[config.mk]
export PLATFORM = sky130hd
export DESIGN_NAME = lift_sched
export DESIGN_NICKNAME = d
export VERILOG_FILES = /design/src/rtl/lift_pkg.sv /design/src/rtl/lift_call_latch.sv /design/src/rtl/lift_sweep_pick.sv /design/src/rtl/lift_sched.sv
export SDC_FILE = /design/constraint.sdc
export NUM_CORES = 1
export LEC_CHECK = 0
export ABC_CLOCK_PERIOD_IN_PS = 2500
export BUFFER_PORTS_ARGS = -buffer_cell sky130_fd_sc_hd__buf_2
export CAP_MARGIN = 0
export CORE_UTILIZATION = 52
export CTS_CLUSTER_SIZE = 10
export DETAILED_ROUTE_END_ITERATION = 7
export GPL_ROUTABILITY_DRIVEN = 0
export PLACE_DENSITY = 0.77
export REMOVE_ABC_BUFFERS = 1
export SETUP_SLACK_MARGIN = 0.3
export SLEW_MARGIN = 30
export SYNTH_ARGS = -nofsm -noshare
export SYNTH_HDL_FRONTEND = slang
export SYNTH_HIERARCHICAL = 1
export SYNTH_SLANG_ARGS = --single-unit
[constraint.sdc]
create_clock -name clk -period 2.5 [get_ports clk]
set_clock_uncertainty 0.1 [all_clocks]
set_input_delay 0.5 -clock clk [delete_from_list [all_inputs] [get_ports clk]]
set_output_delay 0.5 -clock clk [all_outputs]
set_load 0.02 [all_outputs]
[src/rtl/lift_pkg.sv]
package lift_pkg;
  typedef enum logic {
    DIR_DN = 1'b0,
    DIR_UP = 1'b1
  } lift_dir_e;
endpackage

[src/rtl/lift_call_latch.sv]
module lift_call_latch #(
  parameter int FLOORS = 4,
  localparam int FW = $clog2(FLOORS)
) (
  input  logic              clk,
  input  logic              rst,
  input  logic [FLOORS-1:0] car_btn,
  input  logic [FLOORS-2:0] up_btn,
  input  logic [FLOORS-2:0] dn_btn,
  input  logic [FW-1:0]     cur_floor,
  input  logic              dir_up,
  input  logic              served,
  output logic [FLOORS-1:0] car_q,
  output logic [FLOORS-1:0] up_q,
  output logic [FLOORS-1:0] dn_q
);
  import lift_pkg::*;

  for (genvar F = 0; F < FLOORS; F++) begin : g_floor
    logic at_here;
    logic car_r;
    assign at_here = served && (cur_floor == FW'(F));

    always_ff @(posedge clk) begin
      if (rst) car_r <= 1'b0;
      else     car_r <= car_btn[F] | (car_r & ~at_here);
    end
    assign car_q[F] = car_r;

    assert_car_set_R1: assert property (@(posedge clk) disable iff (rst)
      car_btn[F] |=> car_q[F]);
    assert_car_hold_R1: assert property (@(posedge clk) disable iff (rst)
      (car_q[F] && !at_here) |=> car_q[F]);
    assert_car_clear_R3: assert property (@(posedge clk) disable iff (rst)
      (at_here && !car_btn[F]) |=> !car_q[F]);

    if (F < FLOORS - 1) begin : g_up
      logic up_r;
      logic up_clr;
      assign up_clr = at_here && (dir_up == DIR_UP || F == 0);
      always_ff @(posedge clk) begin
        if (rst) up_r <= 1'b0;
        else     up_r <= up_btn[F] | (up_r & ~up_clr);
      end
      assign up_q[F] = up_r;
      assert_up_set_R2: assert property (@(posedge clk) disable iff (rst)
        up_btn[F] |=> up_q[F]);
      assert_up_clear_R4: assert property (@(posedge clk) disable iff (rst)
        (up_clr && !up_btn[F]) |=> !up_q[F]);
    end else begin : g_no_up
      assign up_q[F] = 1'b0;
    end

    if (F > 0) begin : g_dn
      logic dn_r;
      logic dn_clr;
      assign dn_clr = at_here && (dir_up == DIR_DN || F == FLOORS - 1);
      always_ff @(posedge clk) begin
        if (rst) dn_r <= 1'b0;
        else     dn_r <= dn_btn[F-1] | (dn_r & ~dn_clr);
      end
      assign dn_q[F] = dn_r;
      assert_dn_set_R2: assert property (@(posedge clk) disable iff (rst)
        dn_btn[F-1] |=> dn_q[F]);
      assert_dn_keep_R5: assert property (@(posedge clk) disable iff (rst)
        (dn_clr && dn_btn[F-1]) |=> dn_q[F]);
    end else begin : g_no_dn
      assign dn_q[F] = 1'b0;
    end
  end
endmodule

[src/rtl/lift_sweep_pick.sv]
module lift_sweep_pick #(
  parameter int FLOORS = 4,
  localparam int FW = $clog2(FLOORS)
) (
  input  logic [FLOORS-1:0] car_q,
  input  logic [FLOORS-1:0] up_q,
  input  logic [FLOORS-1:0] dn_q,
  input  logic [FW-1:0]     cur_floor,
  input  logic              dir_up,
  output logic [FW-1:0]     pick
);
  logic found;
  int   cur;

  always_comb begin
    found = 1'b0;
    pick  = '0;
    cur   = int'(cur_floor);
    if (dir_up) begin
      // ahead of the car, answerable on the way up
      for (int f = 0; f < FLOORS; f++)
        if (!found && f >= cur &&
            (car_q[f] || up_q[f] || (f == FLOORS - 1 && dn_q[f]))) begin
          pick = FW'(f); found = 1'b1;
        end
      // return sweep: down calls from the top
      for (int f = FLOORS - 1; f >= 0; f--)
        if (!found && dn_q[f]) begin
          pick = FW'(f); found = 1'b1;
        end
      // remainder below the car, ascending
      for (int f = 0; f < FLOORS; f++)
        if (!found && f < cur && (car_q[f] || up_q[f])) begin
          pick = FW'(f); found = 1'b1;
        end
    end else begin
      for (int f = FLOORS - 1; f >= 0; f--)
        if (!found && f <= cur &&
            (car_q[f] || dn_q[f] || (f == 0 && up_q[f]))) begin
          pick = FW'(f); found = 1'b1;
        end
      for (int f = 0; f < FLOORS; f++)
        if (!found && up_q[f]) begin
          pick = FW'(f); found = 1'b1;
        end
      for (int f = FLOORS - 1; f >= 0; f--)
        if (!found && f > cur && (car_q[f] || dn_q[f])) begin
          pick = FW'(f); found = 1'b1;
        end
    end
  end
endmodule

[src/rtl/lift_sched.sv]
module lift_sched #(
  parameter int FLOORS = 4,
  localparam int FW = $clog2(FLOORS)
) (
  input  logic              clk,
  input  logic              rst,
  input  logic [FLOORS-1:0] car_btn,
  input  logic [FLOORS-2:0] hall_up_btn,
  input  logic [FLOORS-2:0] hall_dn_btn,
  input  logic [FW-1:0]     cur_floor,
  input  logic              dir_up,
  input  logic              served,
  output logic [FW-1:0]     next_stop
);
  logic [FLOORS-1:0] car_q, up_q, dn_q, pend_all;
  logic [FW-1:0]     pick;

  lift_call_latch #(.FLOORS(FLOORS)) u_latch (
    .clk(clk), .rst(rst), .car_btn(car_btn), .up_btn(hall_up_btn),
    .dn_btn(hall_dn_btn), .cur_floor(cur_floor), .dir_up(dir_up),
    .served(served), .car_q(car_q), .up_q(up_q), .dn_q(dn_q)
  );

  lift_sweep_pick #(.FLOORS(FLOORS)) u_pick (
    .car_q(car_q), .up_q(up_q), .dn_q(dn_q), .cur_floor(cur_floor),
    .dir_up(dir_up), .pick(pick)
  );

  always_ff @(posedge clk) begin
    if (rst) next_stop <= '0;
    else     next_stop <= pick;
  end

  assign pend_all = car_q | up_q | dn_q;

  assert_reset_home_R9: assert property (@(posedge clk)
    rst |=> (next_stop == '0));
  assert_idle_home_R8: assert property (@(posedge clk) disable iff (rst)
    (pend_all == '0) |=> (next_stop == '0));
  assert_pick_pending_R10: assert property (@(posedge clk) disable iff (rst)
    (pend_all != '0) |=> ((($past(pend_all) >> next_stop) & FLOORS'(1)) != '0));
  assert_here_first_R6: assert property (@(posedge clk) disable iff (rst)
    (dir_up && car_q[cur_floor]) |=> (next_stop == $past(cur_floor)));
  assert_here_first_R7: assert property (@(posedge clk) disable iff (rst)
    (!dir_up && car_q[cur_floor]) |=> (next_stop == $past(cur_floor)));
endmodule

==> impl_metrics.yaml <==
final_layout:
  layout.nets: 126
  syn_to_final_growth_pct: 5.75
  antenna_cells: 0
  final_cell_count_no_fill: 125
  multi_input_area_sq_um: 467
  seq_area_sq_um: 240
  drive_gt1_share_pct: 26.6
  n_fill_cell: 138
placement:
  port_buffers: 17
  dpl.cell_count: 121
  hpwl_microns: 1280
route:
  vias: 771
  viasPerCell: 6.17
  dr.pass1.iters: 6
  drc: 1
  ant_nets: 0
  drtIter0Drc: 24
  drt-wirelength-per-cell_microns: 13.7
  routed_wl_microns: 1720
synth:
  yosysSeqAreaShare_pct: 29.0
  synthArstFlopShare_pct: 0
  synthDistinctLibCells: 38
  synthTopCellsByCount: "nor2_1, buf_4, dfxtp_1, inv_1, nor3_1"
  synth.largest_area_cell: "dfxtp_1"
  yosys_register_bits: 12
  synth_edf_count: 0
  synth_top_area_share_pct: 29.0
  yosys-top-cells-area: "dfxtp_1, buf_4, nor2_1"
  yosysMostFrequentCell: "nor2_1"
  synth_warnings: 6
  avgSynthCellArea_sq_um: 8.19
  synth_area_sq_um: 827
  synth_ff_type: "dfxtp_1"
  synthCells: 101
power:
  p_int_uw: 345
  p_per_area_mw_per_mm2: 563
  irDropWorstVdd_mv: 0.356
  p_switching_uw: 147
  clkPwrFrac_pct: 32.8
  p_total_uw: 492
  p_leak_uw: 0.000376
  sw_frac_of_total_pct: 29.9
  comb_power_share_pct: 21.5
  p_seq_share_pct: 45.7
global_routing:
  grt_usage_pct: 22.8
  grt_pass1_vias: 716
  antenna_found_initial: 0
  grt_max_degree: 18
  grt_overflow: 0
  grt_pass1_wl_microns: 3070
hold_path:
  min_path_cells: 3
  hold_path.class: "input port to flip-flop"
clock_network:
  cts_inserted_buffers: 3
  root_buffer: "clkbuf_4"
  ctsHoldBuffers: 0
  clk_pin_slew_worst_paths_ns: 0.08
  post_cts.repair.setup_buffers: 0
  cts_buffer_depth: 2
  tritoncts: "built"
  clock_sinks: 12
  clk_latency_ns: 0.28
  cts_resized: 0
  htreeDepth: 1
critical_path:
  reg2regPathDepth: 5
  end_kind: "flip-flop"
  cp_data_required_time_ns: 2.62
  path_class: "flip-flop to flip-flop"
  critPathMaxFanout: 5
  setup.worst_path.start_class: "flip-flop"
  cp.arrival_ns: 1.95
timing:
  finalSetupViolCount: 0
  finalHoldViolCount: 0
  fmaxAchievable_ghz: 0.548
  rsz0062_at_grt: "false"
  period_needed_ns: 1.83
  slew_viol_final: 0
  min_period_over_period_pct: 73.0
  final.setup.tns_ns: 0
die:
  fp.dieW_microns: 41.9
  fp.dieArea_sq_mm: 0.00175
  initial_core_util_pct: 55.5
  die_h_microns: 41.9
  ioPinCount: 18
  design.core.area_sq_mm: 0.00149
  num_rows: 14
status:
  violations: "design-rule violations"
  status: "finished with violations"
job:
  cap_violations: 0
state kept, by name, indices dropped and copies added, names as in the netlist:
register                   flops
next_stop                      2
u_latch/g_floor.car_r          4
u_latch/g_floor.g_dn.dn_r      3
u_latch/g_floor.g_up.up_r      3
cells in the final DEF, fill, tap and decap left out, drive strengths merged, types with 2 or more instances in the layout:
| cell type | instances |
|---|---|
| nor3 | 5 |
| nor2 | 16 |
| nor4 | 2 |
| nor4b | 2 |
| o21ai | 3 |
| buf | 17 |
| o22ai | 3 |
| o21ba | 2 |
| clkbuf | 4 |
| inv | 7 |
| conb | 2 |
| dfxtp | 12 |
| a31oi | 3 |
| o41ai | 2 |
| nand2b | 2 |
| nor2b | 2 |
| and3b | 2 |
| a311oi | 2 |
| and4b | 2 |
| a211oi | 2 |
| or4 | 2 |
metrics by stage:
step / worst slack [ns] / instance area [sq um] / util, % / hold WS [ns]
detailed placement: 0.670 / 838 / 56.3 / 0.423
CTS: 0.664 / 875 / 58.7 / 0.357
global route: 0.589 / 875 / 58.7 / 0.376
finish: 0.675 / 875 / 58.7 / 0.365
global placement: 0.721 / 838 / 56.3 / 0.419
floorplan: 0.791 / 733 / - / 0.384
path summary, 6_finish.rpt:
| path | startpoint | to | slack, ns |
|---|---|---|---|
| min | car_btn[2] | u_latch/g_floor[2].car_r | 0.37 |
| max reg2reg | u_latch/g_floor[3].car_r | next_stop[0] | 0.67 |
| max | u_latch/g_floor[3].car_r | next_stop[0] | 0.67 |
| min reg2reg | u_latch/g_floor[1].car_r | u_latch/g_floor[1].car_r | 0.44 |
power groups by stage:
stage | registers [uW] | clock network, uW | logic, uW
floorplan | 229 | 0 | 64.1
global placement | 229 | 0 | 100
detailed placement | 229 | 0 | 104
CTS | 225 | 165 | 105
global route | 228 | 173 | 117
finish | 225 | 161 | 106
layout make-up:
type	instances	share of cell area, %
multi-input cells	69	53.4
flip-flops and latches	12	27.5
well taps	16	2.29
repair buffers	17	9.73
clock buffers	4	4.15
inverters	7	3.00
kinds of logic (layout without fill, tap and decap cells):
family,count (synthesis),after routing,share of synthesized area [%]
buffers and inverters,21,28,15.0
flip-flops,12,12,29.0
AND/OR/NAND/NOR,39,39,27.1
AO/OA/AOI/OAI,28,28,28.4
other,1,2,0.453
worst max-delay path, stage by stage, from the launching register on:
cell and delay (ns):
dfxtp_1 0.35, or4_4 0.58, o41ai_4 0.40, a221oi_2 0.05
a31oi_1 0.14, nor2b_1 0.14
per-layer routing:
metal / up-vias / track usage [%] / part of all wire [%]
met5: - / 0 / 0
met4: 0 / 12.9 / 1.8
met3: 6 / 4.78 / 4.2
met2: 24 / 37.5 / 49
met1: 358 / 27.3 / 45
li1: 383 / - / -
Power figures use the tool's default switching activity.
